===== config.mk =====
export PLATFORM = sky130hd
export DESIGN_NAME = evseq_atomic
export DESIGN_NICKNAME = d
export VERILOG_FILES = /design/src/rtl/evseq_pkg.sv /design/src/rtl/evseq_timer.sv /design/src/rtl/evseq_ports.sv /design/src/rtl/evseq_table.sv /design/src/rtl/evseq_atomic.sv
export SDC_FILE = /design/constraint.sdc
export NUM_CORES = 1
export LEC_CHECK = 0
export ABC_AREA = 1
export BUFFER_PORTS_ARGS = -buffer_cell sky130_fd_sc_hd__buf_2
export CELL_PAD_IN_SITES_DETAIL_PLACEMENT = 0
export CELL_PAD_IN_SITES_GLOBAL_PLACEMENT = 1
export CORE_ASPECT_RATIO = 0.75
export CORE_UTILIZATION = 38
export DETAILED_ROUTE_END_ITERATION = 16
export PLACE_DENSITY_LB_ADDON = 0.1
export SYNTH_ARGS = -nofsm -noshare
export SYNTH_HDL_FRONTEND = slang
export SYNTH_SLANG_ARGS = --single-unit
export TNS_END_PERCENT = 10

===== constraint.sdc =====
create_clock -name clk -period 3.1 [get_ports clk]
set_input_delay 0 -clock clk [delete_from_list [all_inputs] [get_ports clk]]
set_output_delay 0 -clock clk [all_outputs]
set_load 0.05 [all_outputs]

===== src/rtl/evseq_pkg.sv =====
package evseq_pkg;

    localparam int IDX_MAX_W = 8;

    typedef enum logic [1:0] {
        MV_NONE     = 2'd0,
        MV_INTERNAL = 2'd1,
        MV_EXTERNAL = 2'd2
    } move_kind_e;

    typedef struct packed {
        move_kind_e             kind;
        logic [IDX_MAX_W-1:0]   next_idx;
    } move_dec_t;

    function automatic logic ta_never(input logic [31:0] ta, input int w);
        logic [31:0] mask;
        mask = (w >= 32) ? 32'hFFFF_FFFF : ((32'd1 << w) - 32'd1);
        return (ta & mask) == mask;
    endfunction

endpackage


===== src/rtl/evseq_timer.sv =====
module evseq_timer
    import evseq_pkg::*;
#(
    parameter int TA_W = 4
) (
    input  logic            clk,
    input  logic            rst,
    input  logic            enter_i,
    input  logic [TA_W-1:0] enter_ta_i,
    input  logic [TA_W-1:0] reset_ta_i,
    input  logic            pending_i,
    output logic            imminent_o
);

    logic [TA_W-1:0] cnt_q;
    logic            armed_q;
    logic            imm_q;
    logic [TA_W-1:0] load_ta;
    logic            load_never;
    logic            load_zero;

    always_comb begin
        load_ta    = rst ? reset_ta_i : enter_ta_i;
        load_never = ta_never(32'(load_ta), TA_W);
        load_zero  = (load_ta == '0);
    end

    always_ff @(posedge clk) begin
        if (rst || enter_i) begin
            cnt_q   <= load_ta;
            armed_q <= !load_never && !load_zero;
            imm_q   <= load_zero;
        end else if (armed_q) begin
            if (cnt_q == TA_W'(1)) begin
                armed_q <= 1'b0;
                imm_q   <= !pending_i;
            end else begin
                cnt_q <= cnt_q - TA_W'(1);
            end
        end
    end

    assign imminent_o = imm_q;

    assert_zero_ta_due_R2: assert property (@(posedge clk) disable iff (rst)
        (enter_i && enter_ta_i == '0) |=> imm_q);

    assert_idle_stays_quiet_R1: assert property (@(posedge clk) disable iff (rst)
        (!imm_q && !armed_q && !enter_i) |=> !imm_q);

    assert_pending_masks_expiry_R3: assert property (@(posedge clk) disable iff (rst)
        (armed_q && cnt_q == TA_W'(1) && pending_i && !enter_i) |=> !imm_q);

endmodule


===== src/rtl/evseq_ports.sv =====
module evseq_ports #(
    parameter int N_PORTS = 2,
    parameter int PW      = 1
) (
    input  logic               clk,
    input  logic               rst,
    input  logic [N_PORTS-1:0] strobe_i,
    input  logic [N_PORTS-1:0] listen_i,
    input  logic               clear_i,
    output logic [N_PORTS-1:0] flags_o,
    output logic               sel_valid_o,
    output logic [PW-1:0]      sel_port_o
);

    logic [N_PORTS-1:0] flags_q;

    always_ff @(posedge clk) begin
        if (rst || clear_i) begin
            flags_q <= '0;
        end else begin
            flags_q <= flags_q | (strobe_i & listen_i);
        end
    end

    always_comb begin
        sel_valid_o = 1'b0;
        sel_port_o  = '0;
        for (int p = N_PORTS - 1; p >= 0; p--) begin
            if (flags_q[p]) begin
                sel_valid_o = 1'b1;
                sel_port_o  = PW'(p);
            end
        end
    end

    assign flags_o = flags_q;

    assert_only_listened_set_R7: assert property (@(posedge clk) disable iff (rst)
        ((flags_q & ~$past(flags_q) & ~$past(strobe_i & listen_i)) == '0));

endmodule


===== src/rtl/evseq_table.sv =====
module evseq_table #(
    parameter int N_STATES = 4,
    parameter int N_PORTS  = 2,
    parameter int TA_W     = 4,
    parameter int OUT_W    = 8,
    parameter int SW       = 2,
    parameter int PW       = 1,
    parameter logic [N_STATES*TA_W-1:0]       TA_TABLE  = '0,
    parameter logic [N_STATES*SW-1:0]         INT_NEXT  = '0,
    parameter logic [N_STATES*OUT_W-1:0]      OUT_TABLE = '0,
    parameter logic [N_STATES*N_PORTS-1:0]    LISTEN    = '0,
    parameter logic [N_STATES*N_PORTS*SW-1:0] EXT_NEXT  = '0
) (
    input  logic [SW-1:0]      cur_idx_i,
    input  logic [PW-1:0]      port_i,
    input  logic [SW-1:0]      query_idx_i,
    output logic [SW-1:0]      int_next_o,
    output logic [SW-1:0]      ext_next_o,
    output logic [OUT_W-1:0]   out_val_o,
    output logic [N_PORTS-1:0] listen_o,
    output logic [TA_W-1:0]    query_ta_o
);

    logic [TA_W-1:0]    ta_row     [N_STATES];
    logic [SW-1:0]      int_row    [N_STATES];
    logic [OUT_W-1:0]   out_row    [N_STATES];
    logic [N_PORTS-1:0] listen_row [N_STATES];
    logic [SW-1:0]      ext_row    [N_STATES][N_PORTS];

    for (genvar s = 0; s < N_STATES; s++) begin : g_state
        assign ta_row[s]     = TA_TABLE[s*TA_W +: TA_W];
        assign int_row[s]    = INT_NEXT[s*SW +: SW];
        assign out_row[s]    = OUT_TABLE[s*OUT_W +: OUT_W];
        assign listen_row[s] = LISTEN[s*N_PORTS +: N_PORTS];
        for (genvar p = 0; p < N_PORTS; p++) begin : g_port
            assign ext_row[s][p] = EXT_NEXT[(s*N_PORTS + p)*SW +: SW];
        end
    end

    always_comb begin
        int_next_o = '0;
        out_val_o  = '0;
        listen_o   = '0;
        ext_next_o = '0;
        query_ta_o = '0;
        for (int s = 0; s < N_STATES; s++) begin
            if (SW'(s) == cur_idx_i) begin
                int_next_o = int_row[s];
                out_val_o  = out_row[s];
                listen_o   = listen_row[s];
                for (int p = 0; p < N_PORTS; p++) begin
                    if (PW'(p) == port_i) ext_next_o = ext_row[s][p];
                end
            end
            if (SW'(s) == query_idx_i) query_ta_o = ta_row[s];
        end
    end

endmodule


===== src/rtl/evseq_atomic.sv =====
module evseq_atomic
    import evseq_pkg::*;
#(
    parameter int N_STATES = 4,
    parameter int N_PORTS  = 2,
    parameter int TA_W     = 4,
    parameter int OUT_W    = 8,
    parameter logic [N_STATES*TA_W-1:0] TA_TABLE =
        {4'd5, 4'hF, 4'd0, 4'd3},
    parameter logic [N_STATES*((N_STATES > 1) ? $clog2(N_STATES) : 1)-1:0] INT_NEXT =
        {2'd0, 2'd0, 2'd2, 2'd1},
    parameter logic [N_STATES*OUT_W-1:0] OUT_TABLE =
        {8'hD3, 8'hC2, 8'hB1, 8'hA0},
    parameter logic [N_STATES*N_PORTS-1:0] LISTEN =
        {2'b00, 2'b11, 2'b10, 2'b01},
    parameter logic [N_STATES*N_PORTS*((N_STATES > 1) ? $clog2(N_STATES) : 1)-1:0] EXT_NEXT =
        {2'd0, 2'd0, 2'd3, 2'd0, 2'd3, 2'd0, 2'd0, 2'd2}
) (
    input  logic                clk,
    input  logic                rst,
    input  logic                speak_req,
    output logic                speak_ack,
    output logic                out_valid,
    output logic [OUT_W-1:0]    out_data,
    input  logic                move_req,
    output logic                move_ack,
    input  logic [N_PORTS-1:0]  in_strobe,
    output logic [N_STATES-1:0] cur_state,
    output logic                imminent
);

    localparam int SW = (N_STATES > 1) ? $clog2(N_STATES) : 1;
    localparam int PW = (N_PORTS > 1) ? $clog2(N_PORTS) : 1;

    logic [N_STATES-1:0] state_q;
    logic [SW-1:0]       cur_idx;
    logic [SW-1:0]       int_next;
    logic [SW-1:0]       ext_next;
    logic [OUT_W-1:0]    out_val;
    logic [N_PORTS-1:0]  listen;
    logic [TA_W-1:0]     next_ta;
    logic [N_PORTS-1:0]  flags;
    logic                sel_valid;
    logic [PW-1:0]       sel_port;
    logic                imm;
    move_dec_t           dec;
    logic [SW-1:0]       next_idx;
    logic                enter;

    logic                speak_ack_q;
    logic                out_valid_q;
    logic [OUT_W-1:0]    out_data_q;
    logic                move_ack_q;

    always_comb begin
        cur_idx = '0;
        for (int s = 0; s < N_STATES; s++) begin
            if (state_q[s]) cur_idx = SW'(s);
        end
    end

    evseq_table #(
        .N_STATES (N_STATES), .N_PORTS (N_PORTS), .TA_W (TA_W), .OUT_W (OUT_W),
        .SW (SW), .PW (PW),
        .TA_TABLE (TA_TABLE), .INT_NEXT (INT_NEXT), .OUT_TABLE (OUT_TABLE),
        .LISTEN (LISTEN), .EXT_NEXT (EXT_NEXT)
    ) u_table (
        .cur_idx_i   (cur_idx),
        .port_i      (sel_port),
        .query_idx_i (next_idx),
        .int_next_o  (int_next),
        .ext_next_o  (ext_next),
        .out_val_o   (out_val),
        .listen_o    (listen),
        .query_ta_o  (next_ta)
    );

    evseq_ports #(.N_PORTS (N_PORTS), .PW (PW)) u_ports (
        .clk         (clk),
        .rst         (rst),
        .strobe_i    (in_strobe),
        .listen_i    (listen),
        .clear_i     (enter),
        .flags_o     (flags),
        .sel_valid_o (sel_valid),
        .sel_port_o  (sel_port)
    );

    evseq_timer #(.TA_W (TA_W)) u_timer (
        .clk        (clk),
        .rst        (rst),
        .enter_i    (enter),
        .enter_ta_i (next_ta),
        .reset_ta_i (TA_TABLE[TA_W-1:0]),
        .pending_i  (sel_valid),
        .imminent_o (imm)
    );

    // Scheduled transition outranks any pending input.
    always_comb begin
        dec.kind     = MV_NONE;
        dec.next_idx = '0;
        if (move_req) begin
            if (imm) begin
                dec.kind     = MV_INTERNAL;
                dec.next_idx = IDX_MAX_W'(int_next);
            end else if (sel_valid) begin
                dec.kind     = MV_EXTERNAL;
                dec.next_idx = IDX_MAX_W'(ext_next);
            end
        end
        next_idx = SW'(dec.next_idx);
        enter    = (dec.kind != MV_NONE);
    end

    always_ff @(posedge clk) begin
        if (rst) begin
            state_q <= N_STATES'(1);
        end else if (enter) begin
            state_q <= N_STATES'(1) << next_idx;
        end
    end

    always_ff @(posedge clk) begin
        if (rst) begin
            speak_ack_q <= 1'b0;
            out_valid_q <= 1'b0;
            out_data_q  <= '0;
            move_ack_q  <= 1'b0;
        end else begin
            speak_ack_q <= speak_req;
            out_valid_q <= speak_req && imm;
            out_data_q  <= (speak_req && imm) ? out_val : '0;
            move_ack_q  <= move_req;
        end
    end

    assign speak_ack = speak_ack_q;
    assign out_valid = out_valid_q;
    assign out_data  = out_data_q;
    assign move_ack  = move_ack_q;
    assign cur_state = state_q;
    assign imminent  = imm;

    assert_state_onehot_R11: assert property (@(posedge clk) disable iff (rst)
        $onehot(state_q));

    assert_speak_handshake_R4: assert property (@(posedge clk) disable iff (rst)
        speak_req |=> speak_ack);

    assert_valid_needs_due_R4: assert property (@(posedge clk) disable iff (rst)
        out_valid |-> $past(imm));

    assert_move_handshake_R5: assert property (@(posedge clk) disable iff (rst)
        move_req |=> move_ack);

    assert_scheduled_wins_R8: assert property (@(posedge clk) disable iff (rst)
        (move_req && imm) |=> (flags == '0) && state_q[$past(int_next)]);

    assert_idle_move_holds_R9: assert property (@(posedge clk) disable iff (rst)
        (move_req && !imm && flags == '0) |=> $stable(state_q));

endmodule


# After elaboration in Yosys (flattened, before gate mapping)
# Cells that the tools add are included.
[totals] rom_bits=0 memories=0 word_cells=81 reg_bits=23 input_bits=6 latch_bits=0 ramBits=0
[op_classes] addsub=1 div_mod_pow=0 mux=39 bitwise_logic=3 eq_ne=9 mul=0 shifts=1 order_cmp=0 reduce_logical=17
[op_table] op="8-bit 2-to-1 mux" count=4
[op_table] op="10-bit 2-to-1 mux" count=3
[op_table] op="2-bit 2-to-1 mux" count=15
[op_table] op="4-bit 2-to-1 mux" count=6
[op_table] op="1-bit 2-to-1 mux" count=11
[op_table] op="2-bit == test, first input constant" count=4
[op_table] op="2-bit nonzero test" count=3
[op_table] op="5-bit OR reduction" count=1
[op_table] op="1-bit by 2-bit == test with 1-bit output, first input constant" count=2
[op_table] op="4-bit by 1-bit == test with 1-bit output, second input constant" count=1
[op_table] op="4-bit == test, second input constant" count=1
[op_table] op="2-bit zero test" count=2
[op_table] op="4-bit zero test" count=1
[op_table] op="2-bit AND reduction" count=2
[op_table] op="4-bit OR reduction" count=1
[op_table] op="1-bit by 2-bit << shifter with 4-bit output, first input constant" count=1
[op_table] op="4-bit by 1-bit subtractor with 4-bit output, second input constant" count=1
[op_table] op="1-bit zero test" count=3
[op_table] op="2-bit bitwise AND" count=1
[op_table] op="1-bit logical AND" count=2
[op_table] op="2-bit != test, second input constant" count=1
[op_table] op="2-bit bitwise OR" count=1
[op_table] op="2-bit OR reduction" count=1
[op_table] op="1-bit logical OR" count=1
[op_table] op="1-bit inverter" count=1

# Longest topological paths before layout
# Gate-level depths: netlist (run 1).
[logic_depth] ltp_word=21 mapped_depth=13 ltp_nobuf=13

# Modules after synthesis
# A second synthesis (run 1) with hierarchy kept.
[unflattened] hier_cells=204 area_unflattened_um2=1397.6
[by_module_without_submodules] mod="evseq_atomic" cells_per_inst=79 n_inst=1 seq_area_each_um2=300.3 area_each_um2=595.6
[by_module_without_submodules] mod="evseq_timer" cells_per_inst=75 n_inst=1 seq_area_each_um2=170.2 area_each_um2=493.0
[by_module_without_submodules] mod="evseq_table" cells_per_inst=35 n_inst=1 seq_area_each_um2=0.0 area_each_um2=217.7
[by_module_without_submodules] mod="evseq_ports" cells_per_inst=15 n_inst=1 seq_area_each_um2=40.0 area_each_um2=91.3

# Worst setup path after synthesis (run 1)
# OpenSTA, ideal clock, no wires.
[synth_timing] kind="register to register" start="register state_q[2], in the netlist cur_state[2]" end="register u_timer.cnt_q[0] (data pin)" period_less_slack_ps=2054 t_arrival_ps=1798 path_stages_with_launch=11 setup_time_ps=256 setup_slack_ps=1046 path_cell_list="dfxtp_1 -> inv_1 -> nand2_1 -> nand2_1 -> ha_1 -> nor2_2 -> nand3_4 -> a21oi_2 -> nand2_2 -> nand2_2 -> o21ai_2"
[synth_between] elab_chain_cells=17
[synth_rtl] element="start: declaration" line_no="evseq_atomic.sv:35" source="logic [N_STATES-1:0] state_q;"
[synth_rtl] element="start signal: assignment" line_no="evseq_atomic.sv:120" source="state_q <= N_STATES'(1) << next_idx;"
[synth_rtl] element="2-bit 2-to-1 mux (*) (2 in series)" line_no="evseq_atomic.sv:58" source="if (state_q[s]) cur_idx = SW'(s);"
[synth_rtl] element="2-bit zero test" line_no="evseq_table.sv:47" source="if (SW'(s) == cur_idx_i) begin"
[synth_rtl] element="2-bit 2-to-1 mux (4 in series)" line_no="evseq_table.sv:47"
[synth_rtl] element="10-bit 2-to-1 mux" line_no="evseq_atomic.sv:107" source="end else if (sel_valid) begin"
[synth_rtl] element="10-bit 2-to-1 mux (*)" line_no="evseq_atomic.sv:104" source="if (imm) begin"
[synth_rtl] element="10-bit 2-to-1 mux (*)" line_no="evseq_atomic.sv:103" source="if (move_req) begin"
[synth_rtl] element="2-bit zero test" line_no="evseq_table.sv:55" source="if (SW'(s) == query_idx_i) query_ta_o = ta_row[s];"
[synth_rtl] element="2-bit 2-to-1 mux (2 in series)" line_no="evseq_table.sv:55"
[synth_rtl] element="4-bit 2-to-1 mux" line_no="evseq_table.sv:55"
[synth_rtl] element="4-bit 2-to-1 mux (*)" line_no="evseq_table.sv:55"
[synth_rtl] element="4-bit 2-to-1 mux (*)" line_no="evseq_timer.sv:23" source="load_ta = rst ? reset_ta_i : enter_ta_i;"
[synth_rtl] element="4-bit 2-to-1 mux (*)" line_no="evseq_timer.sv:29" source="if (rst || enter_i) begin"
[synth_rtl] element="end signal: assignment" line_no="evseq_timer.sv:30" source="cnt_q <= load_ta;"
[synth_rtl] element="end signal: assignment" line_no="evseq_timer.sv:38" source="cnt_q <= cnt_q - TA_W'(1);"
[synth_rtl] element="end: declaration" line_no="evseq_timer.sv:15" source="logic [TA_W-1:0] cnt_q;"
# Every way passes the cells marked *; elsewhere a longest branch is shown, timed or not.
# A chain may end at the register's enable or synchronous reset.

# Final worst setup path (run 1)
[layout_timing] start="register state_q[3], in the netlist cur_state[3]" end="register u_timer.cnt_q[0] (data pin)"
[layout_between] elab_chain_cells=16
[layout_rtl] element="2-bit 2-to-1 mux (*)" line_no="evseq_atomic.sv:58"
[layout_rtl] element="2-bit zero test" line_no="evseq_table.sv:47"
[layout_rtl] element="2-bit 2-to-1 mux (4 in series)" line_no="evseq_table.sv:47"
[layout_rtl] element="10-bit 2-to-1 mux" line_no="evseq_atomic.sv:107"
[layout_rtl] element="10-bit 2-to-1 mux (*)" line_no="evseq_atomic.sv:104"
[layout_rtl] element="10-bit 2-to-1 mux (*)" line_no="evseq_atomic.sv:103"
[layout_rtl] element="2-bit zero test" line_no="evseq_table.sv:55"
[layout_rtl] element="2-bit 2-to-1 mux (2 in series)" line_no="evseq_table.sv:55"
[layout_rtl] element="4-bit 2-to-1 mux" line_no="evseq_table.sv:55"
[layout_rtl] element="4-bit 2-to-1 mux (*)" line_no="evseq_table.sv:55"
[layout_rtl] element="4-bit 2-to-1 mux (*)" line_no="evseq_timer.sv:23"
[layout_rtl] element="4-bit 2-to-1 mux (*)" line_no="evseq_timer.sv:29"
# Marked as above.

==> results of run 1 <==
-- logic make-up after synthesis --
logic type	count (synthesis)	share of synthesized area
simple gates	50	0.247
buf+inv	25	0.114
flops	19	0.423
compound gates	13	0.0971
fa+ha+maj	8	0.0983
xor+xnor	2	0.0172
other cells	1	0.00368
-- stage by stage --
stage	area [sq um]	util
floorplan	1020	-
global placement	1130	0.467
detailed placement	1130	0.467
CTS	1200	0.495
global route	1200	0.495
finish	1200	0.495
-- where the power goes --
part | internal [uW] | leakage (uW) | switching (uW) | total [uW]
combinational | 176 | 0.000418 | 420 | 596
clock | 48.2 | 0.0000177 | 83.0 | 131
sequential | 340 | 0.000167 | 59.5 | 399
-- worst max-delay path by stage --
stage | slack (ns) | start | to | depth (start not counted)
after global placement | 1.19 | cur_state[3] | u_timer.cnt_q[0] | 9
final | 1.08 | cur_state[3] | u_timer.cnt_q[0] | 9
after detailed placement | 1.07 | cur_state[3] | u_timer.cnt_q[0] | 9
after CTS | 1.05 | cur_state[3] | u_timer.cnt_q[0] | 9
after global routing | 0.88 | cur_state[3] | u_timer.cnt_q[0] | 9
after floorplan | 1.05 | cur_state[2] | u_timer.cnt_q[0] | 10
-- metal layers --
layer  vias up  global-route usage  part of all wire  wire length [um]
li1        410                   -                 -                 -
met1       333               0.240              0.55              1090
met2        22               0.252              0.39               778
met3         3              0.0551             0.055               109
met4         0              0.0400            0.0050                10
met5         -                   0                 0                 0
-- sequential cells by signal (all words and copies together) (netlist names) --
name	cells
u_timer.armed_q	1
u_ports.flags_o	2
speak_ack	1
u_timer.imminent_o	1
move_ack	1
cur_state	4
out_valid	1
u_timer.cnt_q	4
out_data	4
-- worst max-delay path, stage by stage, from the launching register on --
cell,delay [ns]
dfxtp_1,0.35
nor2_1,0.33
inv_1,0.17
ha_1,0.25
nor2_2,0.20
nand3_4,0.12
a21oi_2,0.18
nand2_2,0.09
nand2_2,0.06
o21ai_2,0.04
-- area by class of cell --
| class | count | area (sq um) |
|---|---|---|
| clock buffer | 3 | 22.5 |
| inverter | 21 | 86.3 |
| timing repair buffer | 23 | 135 |
| multi-input combinational | 75 | 475 |
| tap | 34 | 42.5 |
| sequential | 19 | 430 |
| fill | 254 | 1220 |
| clock inverter | 1 | 5.00 |
-- layout by cell type, fill, tap and decap left out --
cell	n
a21oi_1	3
a21oi_2	3
a21oi_4	1
buf_2	19
clkbuf_4	3
clkinv_2	1
conb_1	2
dfxtp_1	14
dlygate4sd3_1	4
edfxtp_1	5
ha_1	8
inv_1	17
inv_2	3
inv_8	1
nand2_1	18
nand2_2	3
nand3_1	7
nand3_2	2
nand3_4	1
nand4_1	1
nor2_1	12
nor2_2	4
nor2_4	1
nor3_1	1
o21ai_1	3
o21ai_2	3
xnor2_1	2
==> run metrics, run 1 <==
worst min path class=primary input to flip-flop; worst-path maximum fanout=5; hold_buf cts=4; Fin Hold WS=approximately 0.018 ns; CTS tree=built; VDD IR max=between 0.3 and 0.4 mV; Worst setup EP type=flip-flop; synthesized area=approximately 0.0010 sq mm; largest net degree at the start of global routing=12; drt drc=0; gpl congestion=between 0.7 and 0.8; CP arrival=between 2 and 2.5 ns; fin crit period=a little over 2 ns; ranking of synthesized cells by area=dfxtp_1 28%, edfxtp_1 15%, ha_1 9.8%, nand2_1 6.6%, inv_1 6.3%; final setup fails=0; R2R Path End=u_timer.cnt_q[0]; Routed Antenna Nets=0; Cell Count, Final, Fillers Out=roughly 180; register area share after synthesis=0.423; Root Driver=clkbuf_4; fin crit share=0.651; maximum clock frequency=about 0.5 GHz; vias in the first global route=around 740; Synth cell types=24; Initial Util=0.421; maximum root-to-sink buffer count=2; initial antenna violation count=0; Cells after Synth=118; count of state elements after synthesis=19; Reg clk slew, reported paths=0.12 ns; Ports=22; die width=roughly 60 um; synth warn=0; DR vias/cell=between 4 and 5; most numerous cell in the Yosys netlist=nand2_1; core area=~0.0024 sq mm; Final Slew Violations=0; R2R Path Start=cur_state[3]; number of enable flip-flop cells after synthesis=5; post-cts gate resize count=0; Pleak=a little over 0.0006 uW; global-route wire length before repair=3.39 mm; GRT Total Usage=0.169; Worst R2R Setup Slack=around 1.1 ns; worst slack, placed=roughly 1.1 ns; Async S/R FF share, synth=0; path depth of the worst reg2reg path=9; Most used DFF post-synth=dfxtp_1; Final Skew=0.0123 ns; vias=768; total grt overflow=0; WL final=slightly below 2 mm; Hold Path Depth=3; post-DP HPWL=between 1.5 and 2 mm; share of cells above drive strength 1=0.317; Setup Buffers After CTS=0; critical path class=flip-flop to flip-flop; row cnt=15; PwrDens=940 mW/mm^2; Die Height=between 40 and 50 um; status=complete, no violations; Critical Path RT=about 3.2 ns; worst skew pair latency=slightly above 0.3 ns; total power=1130 uW; post-synth top area share=0.275; Routed wire per std cell=roughly 11 um; number of detailed-route iterations in the first pass=4; fin nets=around 160; Fin. Hold Viols=0; Startpoint Class=flip-flop; Fin Setup TNS=0 ns; unrepaired setup endpoints after global routing=false; Worst Hold End=cur_state[3]; worst setup margin=1.08 ns; Synth Area per Inst=about 8.6 sq um; Max-cap violations=0; synth cell count leaders=18 x nand2_1, 17 x inv_1, 14 x dfxtp_1, 12 x nor2_1, 8 x ha_1; dpl cells=168; Port-buffer cells=19; H-Tree Depth=1; area delta synth->final=17.6%; clock buffers created by TritonCTS=3; hold_sp=move_req; clock sink count=19; post-synth top area cell=dfxtp_1; DIE AREA=0.00289 sq mm; First DRT Iteration DRCs=27; antenna cells=0
No activity file was read; power rests on OpenSTA's default activity.
==> inputs of run 2 (changes only) <==
--- a/config.mk
+++ b/config.mk
@@ -10,7 +10,7 @@
 export CELL_PAD_IN_SITES_DETAIL_PLACEMENT = 0
 export CELL_PAD_IN_SITES_GLOBAL_PLACEMENT = 1
 export CORE_ASPECT_RATIO = 0.75
-export CORE_UTILIZATION = 38
+export CORE_UTILIZATION = 35
 export DETAILED_ROUTE_END_ITERATION = 16
 export PLACE_DENSITY_LB_ADDON = 0.1
 export SYNTH_ARGS = -nofsm -noshare
==> constraint.sdc (replaced) <==
create_clock -name clk -period 1.8 [get_ports clk]
set_input_delay 0 -clock clk [delete_from_list [all_inputs] [get_ports clk]]
set_output_delay 0 -clock clk [all_outputs]
set_load 0.05 [all_outputs]
==> run 2 against run 1 <==
  * Via count is 4.9% higher
  * Die area increased by 8.2%
  * Clock skew down 0.010 ns
  * Register-to-register slack got worse by 1.0 ns
  * Sequential share of layout area is 2.2 points lower
  * Global-route usage shrank 2.1 points
  * Clock power rose by 130%
  * Final cell count grew 4.0%
  * Power increased by 97%
  * Critical path type unchanged
  * Highest routed layer unchanged
==> run metrics, run 2 (same netlist as run 1, synthesis figures left out) <==
status=complete, no violations; GRT Total Usage=0.148 (-0.0209); final setup fails=0 (unchanged); area delta synth->final=28.6%; Worst setup EP type=flip-flop; most frequent cells in the layout=19 x buf_2, 15 x inv_1, 15 x nand2_1; Critical Path RT=1.82 ns (-1.36 ns); H-Tree Depth=1 (unchanged); Final Skew=0.00231 ns (-0.00998 ns); die width=64.3 um (+4.1%); number of detailed-route iterations in the first pass=4 (unchanged); DR vias/cell=4.40 (+0.93%); Root Driver=clkbuf_8; number of fill cells=272 (+7.1%); fin crit share=0.961 (+0.310); Post-Place Cell Area=0.00117 sq mm (+3.9%); clock sink count=19 (unchanged); largest net degree at the start of global routing=12 (unchanged); Ports=22 (unchanged); share of cells above drive strength 1=0.422 (+0.105); row cnt=16 (+1); fin crit period=1.73 ns (-0.289 ns); global-route wire length before repair=3.48 mm (+2.7%); WL final=2.12 mm (+6.5%); CP arrival=1.75 ns (-0.35 ns); Max-cap violations=0 (unchanged); Port-buffer cells=19 (unchanged); critical path class=flip-flop to flip-flop; maximum clock frequency=0.578 GHz (+17%); DIE AREA=0.00313 sq mm (+8.2%); Reg clk slew, reported paths=0.07 ns (-0.05 ns); maximum root-to-sink buffer count=2 (unchanged); PwrDens=1690 mW/mm^2 (+80%); commonest non-fill, non-tap cell in the layout=buf_2; fin nets=162 (+3.2%); Layout Utilization=0.488 (-0.00623); First DRT Iteration DRCs=14 (-48%); Fin Setup TNS=0 ns (unchanged); worst-path maximum fanout=5 (unchanged); Final Slew Violations=0 (unchanged); Routed Antenna Nets=0 (unchanged); initial antenna violation count=0 (unchanged); antenna cells=0 (unchanged); vias in the first global route=736 (-0.41%); clock buffers created by TritonCTS=3 (unchanged); post-DP HPWL=1.61 mm (+4.3%); VDD IR max=0.701 mV (+120%); Initial Util=0.380 (-0.0410); Routed wire per std cell=11.6 um (+2.4%); cell area after layout=0.00131 sq mm (+9.4%); worst min path class=primary input to flip-flop; core area=0.00268 sq mm (+11%); Fin. Hold Viols=0 (unchanged); Pleak=0.000642 uW (+6.4%); Fin Hold WS=0.0536 ns (+0.0353 ns); worst setup margin=0.0701 ns (-1.01 ns); vias=806 (+4.9%); worst skew pair latency=0.26 ns (-0.05 ns); worst slack, placed=-0.0492 ns (-1.12 ns); CTS tree=built; Startpoint Class=flip-flop; Die Height=48.7 um (+4.0%); gpl congestion=0.726 (-3.4%); drt drc=0 (unchanged); total grt overflow=0 (unchanged)
-- run 2: cell count changes in the layout (fill, tap and decap cells not counted), moves of 3 or more --
cell,previous run,this run
buf_4,0,6
clkbuf_4,3,0
clkbuf_8,0,3
dfxtp_1,14,11
dfxtp_4,0,3
nand2_1,18,15
nand2_2,3,6
nor2_4,1,4
-- run 2: power by group --
part | internal [uW] | total [uW] | switching (uW)
clock | 154 | 304 | 150
combinational | 420 | 1200 | 781
sequential | 596 | 715 | 119
total | 1170 | 2220 | 1050
-- run 2: critical path: stages (launching register included) --
cell	delay, ns
dfxtp_4	0.36
inv_2	0.05
nand2_1	0.05
nand2_2	0.12
inv_2	0.07
ha_2	0.17
inv_1	0.06
nand2_2	0.06
nand3_4	0.11
a21oi_4	0.07
buf_4	0.14
a21oi_4	0.15
nor2_1	0.05
-- run 2: worst paths after layout --
check,startpoint,to,slack [ns],cells past startpoint
worst max register to register,cur_state[2],u_timer.imminent_o,0.07,12
worst min register to register,cur_state[0],cur_state[0],0.48,2
worst min-delay path,move_req,cur_state[3],0.05,3
worst max-delay path,cur_state[2],u_timer.imminent_o,0.07,12
-- run 2: layer usage --
layer	share of wire	vias to the layer above	global-route usage
met4	0.0038	0	0.0222
li1	-	422	-
met3	0.054	2	0.0590
met5	0	-	0
met1	0.53	361	0.215
met2	0.42	21	0.209
-- run 2: layout make-up --
| cell class | instances | area (sq um) | share of cell area |
|---|---|---|---|
| Sequential cell | 19 | 442 | 0.337 |
| Clock inverter | 1 | 5.00 | 0.00382 |
| Clock buffer | 3 | 41.3 | 0.0315 |
| Timing Repair Buffer | 28 | 170 | 0.130 |
| Tap cell | 36 | 45.0 | 0.0344 |
| Multi-Input combinational cell | 75 | 520 | 0.397 |
| Inverter | 21 | 86.3 | 0.0659 |
-- run 2: through the flow --
stage	power, uW	std cells
5_1_grt	2390	183
6_report	2220	183
3_5_place_dp	1800	173
4_1_cts	2120	180
2_1_floorplan	1530	119
3_3_place_gp	1780	173
-- run 2: what timing repair did --
item,4_1_cts,5_1_grt
hold endpoints to repair,3,0
pin swaps,0,6
endpoints found under the setup margin,2,7
buffers inserted,0,3
resized for setup,2,9
hold buffers,3,0
